**config.mk**
```make
export PLATFORM = sky130hd
export DESIGN_NAME = camera_trig_seq
export DESIGN_NICKNAME = d
export VERILOG_FILES = /design/src/rtl/trig_seq_pkg.sv /design/src/rtl/trig_frontend.sv /design/src/rtl/seq_core.sv /design/src/rtl/strobe_gen.sv /design/src/rtl/camera_trig_seq.sv
export SDC_FILE = /design/constraint.sdc
export NUM_CORES = 1
export LEC_CHECK = 0
export ABC_AREA = 1
export BUFFER_PORTS_ARGS = -buffer_cell sky130_fd_sc_hd__buf_4
export CORE_MARGIN = 4
export CORE_UTILIZATION = 65
export DETAILED_ROUTE_END_ITERATION = 7
export PLACE_DENSITY = 0.94
export REMOVE_ABC_BUFFERS = 1
export SYNTH_ARGS = -nofsm -noshare
export SYNTH_HDL_FRONTEND = slang
export SYNTH_SLANG_ARGS = --single-unit
```
**constraint.sdc**
```tcl
create_clock -name clk -period 19.35 [get_ports clk]
set_clock_uncertainty 0.15 [all_clocks]
set_input_delay 3.87 -clock clk [delete_from_list [all_inputs] [get_ports clk]]
set_output_delay 3.87 -clock clk [all_outputs]
set_load 0.05 [all_outputs]
```
**src/rtl/trig_seq_pkg.sv**
```systemverilog
package trig_seq_pkg;

  typedef enum logic [2:0] {
    PH_IDLE  = 3'd0,
    PH_DELAY = 3'd1,
    PH_INTEG = 3'd2,
    PH_READ  = 3'd3,
    PH_GAP   = 3'd4
  } phase_e;

  typedef enum logic [1:0] {
    LEN_REG    = 2'b00,
    LEN_WIDTH  = 2'b01,
    LEN_SENSOR = 2'b10,
    LEN_REG2   = 2'b11
  } len_src_e;

  typedef enum logic [1:0] {
    LIT_HIGH  = 2'b00,
    LIT_LOW   = 2'b01,
    HOLD_ONE  = 2'b10,
    HOLD_ZERO = 2'b11
  } lamp_mode_e;

endpackage

```
**src/rtl/trig_frontend.sv**
```systemverilog
module trig_frontend #(
  parameter int SYNC_STAGES = 2
) (
  input  logic clk,
  input  logic rst_n,
  input  logic trig_pin,
  input  logic host_trig,
  input  logic sel_host,
  input  logic sense_high,
  output logic trig_act,
  output logic trig_edge,
  output logic pin_active
);

  localparam int LAST = SYNC_STAGES - 1;

  logic [SYNC_STAGES-1:0] pin_sr;
  logic [SYNC_STAGES-1:0] host_sr;
  logic                   act_d;

  // both sources see the same number of stages so the latency matches
  always_ff @(posedge clk or negedge rst_n) begin
    if (!rst_n) begin
      pin_sr  <= '0;
      host_sr <= '0;
      act_d   <= 1'b1;  // a trigger must be seen inactive before it can start a frame
    end else begin
      pin_sr  <= {pin_sr[SYNC_STAGES-2:0], trig_pin};
      host_sr <= {host_sr[SYNC_STAGES-2:0], host_trig};
      act_d   <= trig_act;
    end
  end

  always_comb begin
    pin_active = sense_high ? pin_sr[LAST] : ~pin_sr[LAST];
    trig_act   = sel_host ? host_sr[LAST] : pin_active;
    trig_edge  = trig_act & ~act_d;
  end

endmodule

```
**src/rtl/seq_core.sv**
```systemverilog
module seq_core
  import trig_seq_pkg::*;
#(
  parameter int CW = 26
) (
  input  logic          clk,
  input  logic          rst_n,
  input  logic          trig_act,
  input  logic          trig_edge,
  input  logic          retrig_en,
  input  logic [1:0]    len_src,
  input  logic          sensor_int_end,
  input  logic [CW-1:0] dly_cyc,
  input  logic [CW-1:0] int_cyc,
  input  logic [CW-1:0] gap_cyc,
  output phase_e        ph_q,
  output logic [CW-1:0] cnt_q,
  output logic          integ_active,
  output logic          readout_start
);

  phase_e        ph_n;
  logic [CW-1:0] cnt_n;
  logic          last;

  assign last = (cnt_q <= CW'(1));

  always_comb begin
    ph_n  = ph_q;
    cnt_n = cnt_q;
    unique case (ph_q)
      PH_IDLE: begin
        if (trig_edge) begin
          ph_n  = PH_DELAY;
          cnt_n = dly_cyc;
        end
      end
      PH_DELAY: begin
        if (last) begin
          ph_n  = PH_INTEG;
          cnt_n = int_cyc;
        end else begin
          cnt_n = cnt_q - CW'(1);
        end
      end
      PH_INTEG: begin
        case (len_src_e'(len_src))
          LEN_WIDTH:  if (!trig_act)      ph_n = PH_READ;
          LEN_SENSOR: if (sensor_int_end) ph_n = PH_READ;
          default: begin
            if (last) ph_n  = PH_READ;
            else      cnt_n = cnt_q - CW'(1);
          end
        endcase
      end
      PH_READ: begin
        if (retrig_en && trig_act) begin
          ph_n  = PH_GAP;
          cnt_n = gap_cyc;
        end else begin
          ph_n = PH_IDLE;
        end
      end
      PH_GAP: begin
        if (last) begin
          if (trig_act) begin
            ph_n  = PH_DELAY;
            cnt_n = dly_cyc;
          end else begin
            ph_n = PH_IDLE;
          end
        end else begin
          cnt_n = cnt_q - CW'(1);
        end
      end
      default: ph_n = PH_IDLE;
    endcase
  end

  always_ff @(posedge clk or negedge rst_n) begin
    if (!rst_n) begin
      ph_q  <= PH_IDLE;
      cnt_q <= '0;
    end else begin
      ph_q  <= ph_n;
      cnt_q <= cnt_n;
    end
  end

  assign integ_active  = (ph_q == PH_INTEG);
  assign readout_start = (ph_q == PH_READ);


  rd_single_chk: assert property (@(posedge clk) disable iff (!rst_n)
    readout_start |=> !readout_start);


  rd_after_integ_chk: assert property (@(posedge clk) disable iff (!rst_n)
    $fell(integ_active) |-> readout_start);


  oneshot_idle_chk: assert property (@(posedge clk) disable iff (!rst_n)
    (readout_start && !retrig_en) |=> (ph_q == PH_IDLE));

endmodule

```
**src/rtl/strobe_gen.sv**
```systemverilog
module strobe_gen
  import trig_seq_pkg::*;
#(
  parameter int CW = 26
) (
  input  logic          clk,
  input  logic          rst_n,
  input  phase_e        ph,
  input  logic [CW-1:0] cnt_q,
  input  logic [CW-1:0] adv_cyc,
  input  logic [CW-1:0] sdly_cyc,
  input  logic [CW-1:0] dur_cyc,
  input  logic          dur_en,
  input  logic [1:0]    lamp_mode,
  output logic          strobe
);

  logic [CW-1:0] elapsed;
  logic [CW-1:0] lit_cnt;
  logic          adv_on;
  logic          pre_win;
  logic          post_win;
  logic          lit;

  always_comb begin
    adv_on   = (adv_cyc != '0);
    pre_win  = (ph == PH_DELAY) && adv_on && (cnt_q <= adv_cyc);
    post_win = (ph == PH_INTEG) && (adv_on || (elapsed >= sdly_cyc));
    lit      = (pre_win || post_win) && (!dur_en || (lit_cnt < dur_cyc));
  end

  always_ff @(posedge clk or negedge rst_n) begin
    if (!rst_n) begin
      elapsed <= '0;
      lit_cnt <= '0;
    end else begin
      if (ph != PH_INTEG)      elapsed <= '0;
      else if (elapsed != '1)  elapsed <= elapsed + CW'(1);

      if (ph == PH_IDLE || ph == PH_READ || ph == PH_GAP) lit_cnt <= '0;
      else if (lit && lit_cnt != '1)                       lit_cnt <= lit_cnt + CW'(1);
    end
  end

  always_comb begin
    unique case (lamp_mode_e'(lamp_mode))
      LIT_HIGH:  strobe = lit;
      LIT_LOW:   strobe = ~lit;
      HOLD_ONE:  strobe = 1'b1;
      default:   strobe = 1'b0;
    endcase
  end


  lit_in_phase_chk: assert property (@(posedge clk) disable iff (!rst_n)
    lit |-> (ph == PH_DELAY || ph == PH_INTEG));


  no_adv_lit_integ_chk: assert property (@(posedge clk) disable iff (!rst_n)
    (!adv_on && lit) |-> (ph == PH_INTEG));

endmodule

```
**src/rtl/camera_trig_seq.sv**
```systemverilog
module camera_trig_seq
  import trig_seq_pkg::*;
#(
  parameter int DIV_TRIG    = 1000,
  parameter int DIV_ADV     = 250,
  parameter int DIV_SDLY    = 31,
  parameter int DIV_STEP    = 250,
  parameter int SYNC_STAGES = 2
) (
  input  logic        clk,
  input  logic        rst_n,
  input  logic        trig_pin,
  input  logic        host_trig,
  input  logic [1:0]  cfg_trig_mode,
  input  logic        cfg_trig_sense,
  input  logic [1:0]  cfg_int_src,
  input  logic        cfg_dur_en,
  input  logic [1:0]  cfg_strb_mode,
  input  logic [15:0] reg_trig_dly,
  input  logic [7:0]  reg_strb_adv,
  input  logic [15:0] reg_strb_dly,
  input  logic [15:0] reg_strb_dur,
  input  logic [15:0] reg_retrig_dly,
  input  logic [15:0] reg_int_time,
  input  logic        sensor_int_end,
  output logic        integ_active,
  output logic        readout_start,
  output logic        strobe,
  output logic        trig_status
);

  localparam int MAX_AB  = (DIV_TRIG > DIV_ADV) ? DIV_TRIG : DIV_ADV;
  localparam int MAX_CD  = (DIV_SDLY > DIV_STEP) ? DIV_SDLY : DIV_STEP;
  localparam int MAX_DIV = (MAX_AB > MAX_CD) ? MAX_AB : MAX_CD;
  localparam int CW      = 16 + $clog2(MAX_DIV + 1);

  localparam logic [CW-1:0] K_TRIG = CW'(DIV_TRIG);
  localparam logic [CW-1:0] K_ADV  = CW'(DIV_ADV);
  localparam logic [CW-1:0] K_SDLY = CW'(DIV_SDLY);
  localparam logic [CW-1:0] K_STEP = CW'(DIV_STEP);

  logic          t_act;
  logic          t_edge;
  phase_e        ph;
  logic [CW-1:0] cnt;
  logic [CW-1:0] dly_cyc, int_cyc, gap_cyc, adv_cyc, sdly_cyc, dur_cyc;

  // register steps converted to clock cycles
  always_comb begin
    dly_cyc  = CW'(reg_trig_dly)   * K_TRIG;
    adv_cyc  = CW'(reg_strb_adv)   * K_ADV;
    sdly_cyc = CW'(reg_strb_dly)   * K_SDLY;
    dur_cyc  = CW'(reg_strb_dur)   * K_STEP;
    gap_cyc  = CW'(reg_retrig_dly) * K_STEP;
    int_cyc  = CW'(reg_int_time)   * K_STEP;
  end

  trig_frontend #(.SYNC_STAGES(SYNC_STAGES)) u_front (
    .clk        (clk),
    .rst_n      (rst_n),
    .trig_pin   (trig_pin),
    .host_trig  (host_trig),
    .sel_host   (cfg_trig_mode[1]),
    .sense_high (cfg_trig_sense),
    .trig_act   (t_act),
    .trig_edge  (t_edge),
    .pin_active (trig_status)
  );

  seq_core #(.CW(CW)) u_core (
    .clk            (clk),
    .rst_n          (rst_n),
    .trig_act       (t_act),
    .trig_edge      (t_edge),
    .retrig_en      (cfg_trig_mode[0]),
    .len_src        (cfg_int_src),
    .sensor_int_end (sensor_int_end),
    .dly_cyc        (dly_cyc),
    .int_cyc        (int_cyc),
    .gap_cyc        (gap_cyc),
    .ph_q           (ph),
    .cnt_q          (cnt),
    .integ_active   (integ_active),
    .readout_start  (readout_start)
  );

  strobe_gen #(.CW(CW)) u_strobe (
    .clk       (clk),
    .rst_n     (rst_n),
    .ph        (ph),
    .cnt_q     (cnt),
    .adv_cyc   (adv_cyc),
    .sdly_cyc  (sdly_cyc),
    .dur_cyc   (dur_cyc),
    .dur_en    (cfg_dur_en),
    .lamp_mode (cfg_strb_mode),
    .strobe    (strobe)
  );

endmodule

```
==> impl_metrics.toml <==
[drt]
vias_per_cell = 5.81
highest_layer = "met4"
wl_met2_um = 27500
postRouteWirelength_um = 55900
wl_met1_um = 23400
route.antenna.remaining_nets = 0
met3WireLength_um = 3390
dr.pass1.iters = 8
vias = 19200
wire_per_inst_um = 16.9
drcViolationCount = 0
initialDrtViolationCount = 1628

[worst_hold_path]
hp-class = "flip-flop to flip-flop"
hold-path-cell-count = 0

[floorplan]
fp-row-count = 66
coreArea_sq_um = 32700
die_area_sq_um = 36300
start_util_pct = 66.2
io-pin-count = 105
die_w_um = 190
fp.dieH_um = 190

[logic_synthesis]
synth-seq-area-share_pct = 9.95
synth.avg_cell_area_sq_um = 7.82
ys_async_sr_fraction_pct = 100
ys_warn_count = 0
ys_ff_latch = 86
synth_top_area_share_pct = 25.8
synth_most_common_cell = "nand2_1"
syn_area_sq_um = 21600
synth.area.top_cells = "fa_1 26%, ha_1 19%, dfrtp_1 9.8%, nand2_1 9.0%, inv_1 9.0%"
synth-edff-count = 0
synthesis.instances = 2766
ys_types = 54
synth_common_cells = "519 x nand2_1, 518 x inv_1, 337 x ha_1"
synthFlopType = "dfrtp_1"
yosysTopAreaCell = "fa_1"

[placement]
dp_hpwl_um = 48000
portBuffers = 104
gp_congestion = 0.971
dpl.cell_count = 3293

[timing]
rsz0062_at_grt = "false"
hold_viol = 0
max_slew_margin_pct = 45.2
fin_setup_tns_ns = 0
max_freq_ghz = 0.0728
worst_hold_slack_ns = 0.208
finalSetupViolCount = 0
period_minus_slack_ns = 13.73
layout_worst_path_cycle_share_pct = 71.0
tightest_slew_ns = 0.822
finalMaxSlewViolations = 0

[critical_path]
cp_max_fo = 29
cp-start-kind = "primary input"
cp_slowest_stage_delay_ns = 0.52
end_kind = "output pin"
path_class = "primary input to output pin"
crit_required_ns = 15.33
critPathSlowestCell = "fa_1"
reg2regPathDepth = 13
worstPathArrival_ns = 9.71

[cts]
cts.sinks = 86
htree_levels = 3
ctsResizeCount = 0
tritoncts.num_buffers = 9
cts_tree = "done"
root_buffer = "clkbuf_16"
clk_latency_ns = 0.36
postCtsSetupRepairBufs = 0
cts_max_path_buffers = 2
cts_hold_buf = 0
clk_pin_slew_worst_paths_ns = 0.08

[pwr]
p_sw_uw = 1520
p_leak_uw = 0.0122
ir_worst_vdd_uv = 80.3
switching_share_pct = 56.6
p_comb_share_pct = 86.2
p_int_uw = 1160
seqPwrFrac_pct = 6.7
clockPowerShare_pct = 7.1
power_density_nw_per_um2 = 116

[grt]
track_usage_pct = 31.6
overflow = 0
antenna_found_initial = 0
grt_pass1_vias = 20000
grt_pass1_wl_um = 95000
grt_max_degree = 51

[layout]
layout.cells.non_filler = 3309
multiInputGateArea_sq_um = 17400
fillerInstances = 2578
antennaDiodeCount = 0
area_growth_pct = 7.09
layout.nets = 3579
drive_gt1_share_pct = 6.21
regArea_sq_um = 2150

[run_status]
status = "complete, no violations"

[flow_run]
maxCapViolations = 0
## worst max-delay path, delay by kind of cell
family | cells | cell delay, ns
buffers and inverters | 5 | 0.82
AO/OA/AOI/OAI | 7 | 1.47
adder cells (fa/ha/maj) | 6 | 2.63
AND/OR/NAND/NOR | 8 | 0.73
XOR/XNOR | 1 | 0.15
## power by group through the flow
| stage | clock [uW] | combinational, uW | sequential [uW] |
|---|---|---|---|
| 4_1_cts | 191 | 2270 | 181 |
| 3_3_place_gp | 0 | 2130 | 184 |
| 5_1_grt | 198 | 2620 | 181 |
| 3_5_place_dp | 0 | 2260 | 184 |
| 2_1_floorplan | 0 | 1710 | 184 |
| 6_report | 190 | 2310 | 181 |
## placed cells by master (no fill, tap or decap), types with 14 or more instances in the layout
cell type  count
o21ai_0       98
nand4_1       60
xnor2_1       40
nand2_1      519
nand3_1      186
dfrtp_1       85
buf_4        110
a21o_1        14
inv_1        518
fa_1         279
nor3_1        51
or2_2         18
xor2_1        62
ha_1         337
nor2_1       189
a21oi_1      143
## cell families (layout without fill, tap and decap cells)
family | count (synthesis) | count (layout) | share of synthesized area (%)
and+or+nand+nor | 1076 | 1076 | 22.0
adders and majority gates | 616 | 616 | 45.3
AOI/OAI and AO/OA | 335 | 335 | 8.81
xor gates and xnor gates | 102 | 102 | 4.13
buffers and inverters | 551 | 652 | 9.83
DFF | 86 | 86 | 9.95
## final cells by class
type | count | area share (%)
repair buffers | 110 | 3.56
multi-input cells | 2129 | 74.9
clock inverters | 6 | 0.329
inverters | 526 | 8.53
well taps | 442 | 2.39
flip-flops and latches | 86 | 9.30
clock buffers | 10 | 0.988
## worst paths after layout
| check | startpoint | endpoint | slack (ns) |
|---|---|---|---|
| min | u_front.pin_sr[0] | u_front.pin_sr[1] | 0.21 |
| max reg2reg | u_core.cnt_q[0] | u_core.cnt_q[10] | 15.93 |
| min in group asynchronous | rst_n | u_strobe.elapsed[23] | 3.31 |
| min reg2reg | u_front.pin_sr[0] | u_front.pin_sr[1] | 0.21 |
| max | reg_strb_dur[3] | strobe | 5.62 |
| max in group asynchronous | rst_n | u_core.cnt_q[20] | 14.59 |
## state kept, by name, indices dropped and copies added (netlist names)
| register | cells |
|---|---|
| u_core.cnt_q | 26 |
| u_core.ph_q | 3 |
| u_front.act_d | 1 |
| u_front.host_sr | 2 |
| u_front.pin_sr | 2 |
| u_strobe.elapsed | 26 |
| u_strobe.lit_cnt | 26 |
## metrics by stage
step / utilization (%) / cell area, sq um / power (uW) / worst slack (ns)
2_1_floorplan: - / 21500 / 1890 / 6.08
3_3_place_gp: 69.9 / 22900 / 2320 / 5.98
3_5_place_dp: 69.9 / 22900 / 2440 / 5.77
4_1_cts: 70.8 / 23200 / 2650 / 5.76
5_1_grt: 70.8 / 23200 / 3000 / 5.30
6_report: 70.8 / 23200 / 2680 / 5.62
## routing by layer
layer  up-vias  GRT usage, %
met1      9215          42.0
met3       140          3.15
met5         -             0
li1       9130             -
met2       749          55.1
met4         0          9.72
(Power assumes the default switching activity.)
